### src/rtl/clkgate_pkg.sv
package clkgate_pkg;
  typedef enum logic {
    WR_PLAIN  = 1'b0,
    WR_MASKED = 1'b1
  } wr_mode_e;
endpackage

### src/rtl/cg_ctrl_reg.sv
module cg_ctrl_reg
  import clkgate_pkg::*;
#(
  parameter int       REG_W   = 32,
  parameter wr_mode_e WR_MODE = WR_PLAIN
) (
  input  logic             clk,
  input  logic             rst_n,
  input  logic             wr_en,
  input  logic [REG_W-1:0] wr_data,
  output logic [REG_W-1:0] rd_data
);
  localparam int HALF = REG_W / 2;

  logic [REG_W-1:0] ctrl_q;
  logic [REG_W-1:0] ctrl_d;

  generate
    if (WR_MODE == WR_MASKED) begin : g_masked
      for (genvar i = 0; i < HALF; i++) begin : g_bit
        assign ctrl_d[i] = (wr_en && wr_data[i+HALF]) ? wr_data[i] : ctrl_q[i];
      end
      assign ctrl_d[REG_W-1:HALF] = '0;
    end else begin : g_plain
      assign ctrl_d = wr_en ? wr_data : ctrl_q;
    end
  endgenerate

  always_ff @(posedge clk or negedge rst_n) begin
    if (!rst_n) ctrl_q <= '0;
    else        ctrl_q <= ctrl_d;
  end

  assign rd_data = ctrl_q;
endmodule

### src/rtl/cg_polarity.sv
module cg_polarity #(
  parameter bit INVERT = 1'b0
) (
  input  logic ctrl_bit,
  output logic run_req
);
  generate
    if (INVERT) begin : g_inv
      assign run_req = ~ctrl_bit;
    end else begin : g_dir
      assign run_req = ctrl_bit;
    end
  endgenerate
endmodule

### src/rtl/cg_gate_cell.sv
module cg_gate_cell #(
  parameter bit RESET_RUN = 1'b0
) (
  input  logic clk,
  input  logic rst_n,
  input  logic run_req,
  output logic gated_clk
);
  logic run_q;

  // Capture on the falling edge: the enable only moves while clk is low.
  always_ff @(negedge clk or negedge rst_n) begin
    if (!rst_n) run_q <= RESET_RUN;
    else        run_q <= run_req;
  end

  assign gated_clk = clk & run_q;
endmodule

### src/rtl/clkgate_reg.sv
module clkgate_reg
  import clkgate_pkg::*;
#(
  parameter int       REG_W    = 32,
  parameter int       GATE_BIT = 0,
  parameter bit       INVERT   = 1'b0,
  parameter wr_mode_e WR_MODE  = WR_PLAIN
) (
  input  logic             clk,
  input  logic             rst_n,
  input  logic             wr_en,
  input  logic [REG_W-1:0] wr_data,
  output logic [REG_W-1:0] rd_data,
  output logic             gated_clk
);
  localparam int HALF      = REG_W / 2;
  localparam int BIT_LIMIT = (WR_MODE == WR_MASKED) ? HALF : REG_W;

  generate
    if (GATE_BIT >= BIT_LIMIT || GATE_BIT < 0) begin : g_bad_bit
      $error("clkgate_reg: GATE_BIT outside the settable field");
    end
  endgenerate

  logic ctrl_bit;
  logic run_req;

  cg_ctrl_reg #(
    .REG_W  (REG_W),
    .WR_MODE(WR_MODE)
  ) u_reg (
    .clk    (clk),
    .rst_n  (rst_n),
    .wr_en  (wr_en),
    .wr_data(wr_data),
    .rd_data(rd_data)
  );

  assign ctrl_bit = rd_data[GATE_BIT];

  cg_polarity #(
    .INVERT(INVERT)
  ) u_pol (
    .ctrl_bit(ctrl_bit),
    .run_req (run_req)
  );

  cg_gate_cell #(
    .RESET_RUN(INVERT)
  ) u_gate (
    .clk      (clk),
    .rst_n    (rst_n),
    .run_req  (run_req),
    .gated_clk(gated_clk)
  );
endmodule

### config.mk
export PLATFORM = sky130hd
export DESIGN_NAME = clkgate_reg
export DESIGN_NICKNAME = d
export VERILOG_FILES = /design/src/rtl/clkgate_pkg.sv /design/src/rtl/cg_ctrl_reg.sv /design/src/rtl/cg_polarity.sv /design/src/rtl/cg_gate_cell.sv /design/src/rtl/clkgate_reg.sv
export SDC_FILE = /design/constraint.sdc
export NUM_CORES = 1
export LEC_CHECK = 0
export ABC_AREA = 1
export BUFFER_PORTS_ARGS = -buffer_cell sky130_fd_sc_hd__buf_2
export CORE_MARGIN = 5
export CORE_UTILIZATION = 40
export CTS_BUF_LIST = sky130_fd_sc_hd__clkbuf_4
export DETAILED_ROUTE_END_ITERATION = 8
export PLACE_DENSITY = 0.71
export SLEW_MARGIN = 40
export SYNTH_ARGS = -nofsm -noshare
export SYNTH_HDL_FRONTEND = slang
export SYNTH_SLANG_ARGS = --single-unit
### constraint.sdc
create_clock -name clk -period 1 [get_ports clk]
set_clock_uncertainty 0.15 [all_clocks]
set_input_delay 0.2 -clock clk [delete_from_list [all_inputs] [get_ports clk]]
set_output_delay 0.2 -clock clk [all_outputs]
set_load 0.005 [all_outputs]
# [After elaboration in Yosys (flattened, before gate mapping)]
# Cells that the tools add are included.
[totals] ff_bits=33 inputBits=35 output_inout_bits=33 elab_cells=3
[classes] n_bitwise=1
[ops] cell="$and 1x1->1" count=1

# [Depth between registers and ports, before layout]
# Gate-level depths: netlist of the first run.
[logic_depth] ltp_word=1 depth_mapped=5 ltp_nobuf=3

# [By module]
# A second synthesis of the first run with hierarchy kept.
[hier_totals] cells_unflattened=140 area_unflattened_um2=1332.5
[modules_own_cells] module="cg_ctrl_reg" instances=1 cells_each=136 area_per_inst_um2=1292.5 seq_area_each_um2=800.8
[modules_own_cells] module="cg_gate_cell" instances=1 cells_each=3 area_per_inst_um2=32.5 seq_area_each_um2=25.0
[modules_own_cells] module="cg_polarity" instances=1 cells_each=1 area_per_inst_um2=7.5 seq_area_each_um2=0.0

==> results.tsv, run 1 <==
stage	metric	value	unit
logic_synthesis	post-synth cell types	10	
sta	Slew Viols, Final	0	
routing	Final ANT Viol Nets	0	
routing	WL final	3910	microns
worst_setup_path	R2R depth	0	
sta	final hold vios	0	
routing	Vias	1339	
finish	fraction of layout cells with a size suffix above 1	43.0	%
logic_synthesis	Area contributors post-synth	dfrtp_1 60%, nand2_1 25%, nand2_2 4.7%	
worst_setup_path	crit-path cells	nand2_1, inv_1, buf_2	
logic_synthesis	Synth top area share	60.1	%
floorplan	Starting Density	40.6	%
finish	multi-input logic area	392	sq um
worst_setup_path	slowest stage delay, CP	0.40	ns
sta	worst slew pin tran	0.262	ns
grt	total grt overflow	0	
power_and_ir_drop	clock share of power	29.5	%
run	Max-cap violations	0	
worst_setup_path	cell family contributing the most delay on the critical path	flip-flops	
placed_design	Final Wtd Congestion	0.659	
finish	Nets	306	
routing	drt wl/cell	12.3	microns
routing	vias per inst	4.21	
power_and_ir_drop	Power Density	1360	mW/mm^2
worst_setup_path	Arr. time, crit path	1.55	ns
worst_setup_path	Worst R2R Start	u_reg.rd_data[0]	
worst_setup_path	Worst setup EP type	primary output	
power_and_ir_drop	Power Internal	0.00225	W
worst_setup_path	data required time of the worst path	0.65	ns
grt	first-pass GRT wire length	5870	microns
grt	Tot GR Track Use	18.1	%
floorplan	Die ar.	0.00459	sq mm
clocking	clk_lat worst skew	0.45	ns
min_path	min-delay src	wr_en	
finish	Area growth syn-to-layout	70.5	%
clocking	clk slew on worst S/H paths	0.10	ns
logic_synthesis	YS warnings	0	
floorplan	die width	67.7	microns
sta	Relative slew margins	82.5	%
grt	vias in the first global route	1305	
finish	Register Area	826	sq um
floorplan	Die Ht	67.7	microns
grt	largest net degree at the start of global routing	33	
power_and_ir_drop	leakage power	1.31	nW
routing	DRC	0	
placed_design	port bufs	67	
worst_setup_path	largest fanout on the critical path	1	
power_and_ir_drop	Gate power share	21.5	%
worst_setup_path	Worst Path Buf+Inv	2	
min_path	worst min path class	in2reg	
run_status	violated checks	setup timing	
grt	met2 Use GR	30.6	%
worst_setup_path	WP depth	3	
power_and_ir_drop	Worst VDD drop	0.665	mV
logic_synthesis	cell taking the most area after synthesis	dfrtp_1	
finish	filler instances	262	
run_status	status	complete, but fails checks	
power_and_ir_drop	switching power	0.000838	W
finish	ANT cells	0	
floorplan	num rows	21	
finish	final core occ	69.2	%
logic_synthesis	Seq/Total Area, Yosys	62.0	%
worst_setup_path	R2R Setup Slk	-0.22	ns
logic_synthesis	Post-Syn Area	0.00133	sq mm
floorplan	core area	0.00328	sq mm
worst_setup_path	Max stage delay cell, worst path	dfrtn_1	
grt	most used routing layer	met2	
sta	Final Setup Violations	35	
power_and_ir_drop	Seq pwr share	49.0	%
logic_synthesis	Yosys reg bits	33	
logic_synthesis	Mapped Cells	140	
worst_setup_path	crit path kind	reg2out	
routing	first drt pass iteration count	4	
finish	Post-Layout Cell Count	318	
worst_setup_path	crit path launch	u_gate.run_q	
sta	RSZ-0062 raised after global routing	true	
worst_setup_path	CP Launch Type	flop	
grt	M1 GR Usage	19.8	%
floorplan	# IOs	68	
placed_design	DPL Wire Length	2130	microns
routing	Initial DRC Count	76	
sta	setup ws final	-0.897	ns
logic_synthesis	Mapped Nets	175	
clocking	CTS tree	built	
power_and_ir_drop	Net Sw Frac	27.2	%
grt	met3 GRT Util	4.99	%
grt	initial antenna violation count	0	
placed_design	Placed Instances	250	
min_path	Cells on Worst Hold Path	4	
logic_synthesis	Post-Syn Area per Cell	9.52	sq um
## kinds of logic (layout without fill, tap and decap cells)
family                 count (synthesis)  after routing  share of synthesized area [%]
buffers and inverters                 10            142                           8.83
AND/OR/NAND/NOR                       97             97                           29.2
flip-flops                            33             33                           62.0
## area by class of cell
type / instances / share of cell area, %
clock buffer: 9 / 2.86
timing repair buffer: 128 / 39.8
clock inverter: 4 / 0.716
sequential: 33 / 36.3
multi-input combinational: 97 / 17.2
inverter: 1 / 0.496
tap: 46 / 2.53
## stage by stage
stage / cell area (sq um) / setup TNS, ns / worst slack [ns] / hold WS, ns / total power, W
finish: 2270 / -11.29 / -0.897 / 0.0284 / 0.00308
global route: 2270 / -13.07 / -0.950 / 0.0255 / 0.00328
CTS: 2170 / -11.38 / -0.912 / 0.0339 / 0.00302
detailed placement: 1670 / -0.552 / -0.384 / 0.0448 / 0.00199
global placement: 1670 / -0.543 / -0.382 / 0.0369 / 0.00198
floorplan: 1330 / -0.495 / -0.304 / -0.246 / 0.00175
## per-layer routing
layer  up-vias  part of all wire [%]
li1        675                     -
met1       608                    37
met2        45                    55
met3        11                   6.1
met4         0                   2.3
met5         -                     0
## state kept, by name, indices dropped and copies added, names as in the netlist
register	count
u_reg.rd_data	32
u_gate.run_q	1
## power by group through the flow
stage	registers (W)	logic, W	clock network, W
floorplan	0.00155	0.000181	0.0000178
global placement	0.00153	0.000415	0.0000322
detailed placement	0.00154	0.000419	0.0000322
CTS	0.00151	0.000586	0.000926
global route	0.00152	0.000735	0.00102
finish	0.00151	0.000664	0.000908
## timing repair
action,4_1_cts,5_1_grt
resized for setup,2,2
setup buffers,11,13
endpoints found under the hold margin,65,0
endpoints found under the setup margin,35,36
hold buffers,33,0
## path summary, 6_finish.rpt
| path | endpoint |
|---|---|
| setup / recovery | gated_clk |
| min in group asynchronous | u_reg.rd_data[21] |
| hold / removal | u_reg.rd_data[2] |
| hold reg to reg | u_reg.rd_data[12] |
| setup reg to reg | u_gate.run_q |
| max in group asynchronous | u_gate.run_q |
## cells in the mapped netlist
| cell | number |
|---|---|
| clkbuf_8 | 3 |
| inv_8 | 1 |
| dfrtn_1 | 1 |
| buf_6 | 3 |
| nand2_1 | 87 |
| inv_1 | 1 |
| nand2_2 | 10 |
| dfrtp_1 | 32 |
| buf_12 | 1 |
| buf_4 | 1 |
## cell usage in the layout (no fill, tap or decap)
cell type / synthesis / final
buf_2: 0 / 66
nand2_1: 87 / 86
inv_8: 1 / 1
inv_1: 1 / 1
clkinv_2: 0 / 1
dfrtn_1: 1 / 1
nand2_2: 10 / 11
clkbuf_4: 0 / 8
buf_4: 1 / 26
buf_6: 3 / 3
buf_12: 1 / 1
clkinv_1: 0 / 2
dlygate4sd3_1: 0 / 33
dfrtp_1: 32 / 32
Power figures use the tool's default switching activity.
==> run 2: changes to the inputs <==
- ABC_AREA: 1 -> 0
- PLACE_DENSITY: 0.71 -> 0.7
==> results.tsv, run 2 <==
stage	metric	value	unit	change
power_and_ir_drop	Power Internal	0.00246	W	+9.3%
finish	number of flip-flops in the largest register	32		unchanged
clocking	CTS tree	built		
power_and_ir_drop	Net Sw Frac	24.6	%	-2.6 points
routing	first drt pass iteration count	3		-1
floorplan	Die ar.	0.00474	sq mm	+3.3%
grt	largest net degree at the start of global routing	21		-36%
finish	commonest non-fill, non-tap cell in the layout	buf_2		
clocking	clk_lat worst skew	0.43	ns	-0.02 ns
sta	final hold vios	0		unchanged
worst_setup_path	data required time of the worst path	0.65	ns	about the same
logic_synthesis	top cells by count, synth	32 x dfrtp_1, 30 x mux2_4, 3 x buf_12		
power_and_ir_drop	Worst VDD drop	0.860	mV	+29%
finish	most frequent cells in the layout	65 x buf_2, 33 x dlygate4sd3_1, 32 x dfrtp_1		
sta	RSZ-0062 raised after global routing	true		
worst_setup_path	largest fanout on the critical path	1		unchanged
sta	Sum Neg Setup Slack	-11.44	ns	-0.148 ns
routing	Vias	1065		-20%
grt	vias in the first global route	1244		-4.7%
logic_synthesis	cell taking the most area after synthesis	dfrtp_1		
routing	Initial DRC Count	28		-63%
logic_synthesis	Post-synth EDFFs	0		unchanged
routing	WL final	3730	microns	-4.6%
floorplan	# IOs	68		unchanged
logic_synthesis	YS warnings	0		unchanged
logic_synthesis	Mapped Nets	106		-39%
worst_setup_path	R2R Setup Slk	-0.20	ns	+0.02 ns
power_and_ir_drop	Gate power share	23.5	%	+2.0 points
min_path	Cells on Worst Hold Path	3		-1
sta	Final Setup Violations	53		+51%
worst_setup_path	crit path kind	reg2out		
routing	vias per inst	4.35		+3.2%
logic_synthesis	Post-Syn Area	0.00138	sq mm	+3.8%
routing	Final ANT Viol Nets	0		unchanged
power_and_ir_drop	Pwr Total	0.00325	W	+5.5%
sta	worst slew pin tran	0.220	ns	-0.0418 ns
power_and_ir_drop	Power Density	1390	mW/mm^2	+2.3%
power_and_ir_drop	Seq pwr share	47.5	%	-1.5 points
finish	Area growth syn-to-layout	69.3	%	
routing	DRC	0		unchanged
logic_synthesis	most frequent cell after synthesis	dfrtp_1		
floorplan	num rows	21		unchanged
grt	Tot GR Track Use	17.5	%	-0.54 points
finish	ANT cells	0		unchanged
grt	total grt overflow	0		unchanged
finish	Nets	233		-24%
power_and_ir_drop	clock share of power	29.0	%	-0.5 points
floorplan	Die Ht	68.8	microns	+1.6%
floorplan	core area	0.00334	sq mm	+1.6%
finish	final core occ	70.2	%	+1.0 points
power_and_ir_drop	leakage power	1.22	nW	-6.6%
run	Max-cap violations	0		unchanged
run_status	status	complete, but fails checks		
run_status	violated checks	setup timing		
logic_synthesis	Mapped Cells	71		-49%
min_path	worst min path class	in2reg		
sta	setup ws final	-0.899	ns	-0.00193 ns
floorplan	die width	68.8	microns	+1.6%
clocking	clk slew on worst S/H paths	0.10	ns	about the same
placed_design	DPL Wire Length	2090	microns	-1.9%
logic_synthesis	Primary FF master, synth	dfrtp_1		
routing	drt wl/cell	15.2	microns	+24%
power_and_ir_drop	switching power	0.000800	W	-4.6%
worst_setup_path	Worst setup EP type	primary output		
placed_design	Final Wtd Congestion	0.634		-3.7%
sta	Slew Viols, Final	0		unchanged
logic_synthesis	Synth top area share	57.9	%	-2.2 points
finish	fraction of layout cells with a size suffix above 1	65.8	%	+23 points
grt	initial antenna violation count	0		unchanged
logic_synthesis	Post-Syn Area per Cell	19.5	sq um	+100%
logic_synthesis	Yosys reg bits	33		unchanged
logic_synthesis	post-synth cell types	8		-2
worst_setup_path	R2R depth	0		unchanged
logic_synthesis	Area contributors post-synth	dfrtp_1 58%, mux2_4 33%, buf_12 4.3%		
sta	Relative slew margins	85.3	%	+2.8 points
worst_setup_path	Arr. time, crit path	1.55	ns	about the same
logic_synthesis	Synth async-reset ratio	100	%	unchanged
floorplan	Starting Density	41.5	%	+0.90 points
grt	first-pass GRT wire length	5660	microns	-3.4%
logic_synthesis	Seq/Total Area, Yosys	59.7	%	-2.3 points
placed_design	port bufs	67		unchanged
worst_setup_path	CP Launch Type	flop		
[run 2: critical path, stage by stage (launching register included)]
cell and delay [ns]:
dfrtn_1 0.39, and2_4 0.14, buf_6 0.09
[run 2: layer usage]
layer	vias to the layer above	share of wire (%)	track usage [%]
li1	496	-	-
met1	513	37	15.3
met2	50	54	32.9
met3	6	7.2	7.78
met4	0	1.6	9.49
met5	-	0	0
[run 2: final cells by class]
| class | instances | area, sq um |
|---|---|---|
| fill | 234 | 993 |
| clock buffer | 9 | 71.3 |
| multi-input combinational | 33 | 482 |
| clock inverter | 3 | 12.5 |
| timing repair buffer | 121 | 895 |
| tap | 46 | 57.6 |
| sequential | 33 | 826 |
[run 2: what timing repair did]
item                                    CTS  global route
endpoints found under the setup margin   36            47
hold buffers                             33             0
buffers inserted                         11            12
gates resized for setup                   4             9
endpoints found under the hold margin    65             0
[run 2: worst paths after layout]
check                                   from           endpoint
setup / recovery                u_gate.run_q          gated_clk
hold / removal                         wr_en   u_reg.rd_data[1]
setup reg to reg            u_reg.rd_data[0]       u_gate.run_q
hold reg to reg            u_reg.rd_data[28]  u_reg.rd_data[28]
max in group asynchronous              rst_n       u_gate.run_q
min in group asynchronous              rst_n  u_reg.rd_data[26]
[run 2: per-stage QoR]
step	area, sq um	hold slack [ns]	setup slack [ns]	std cells
floorplan	1390	-0.246	-0.325	71
global placement	1760	0.0607	-0.402	184
detailed placement	1760	0.0512	-0.401	184
CTS	2260	0.0791	-0.929	239
global route	2340	0.0824	-0.952	245
finish	2340	0.102	-0.899	245
[run 2: power by group through the flow]
| stage | Clock, W | Sequential (W) | Combinational (W) |
|---|---|---|---|
| after floorplan | 0.0000203 | 0.00157 | 0.000276 |
| after global placement | 0.0000378 | 0.00155 | 0.000523 |
| after detailed placement | 0.0000378 | 0.00156 | 0.000534 |
| after CTS | 0.000996 | 0.00153 | 0.000711 |
| after global routing | 0.00107 | 0.00156 | 0.000825 |
| final | 0.000945 | 0.00155 | 0.000765 |
[run 2: logic make-up (layout without fill, tap and decap cells)]
family        Yosys count  in the layout  share of synthesized area, %
buf+inv                 5            133                          5.70
flops                  33             33                          59.7
mux                    32             32                          34.2
simple gates            1              1                         0.452
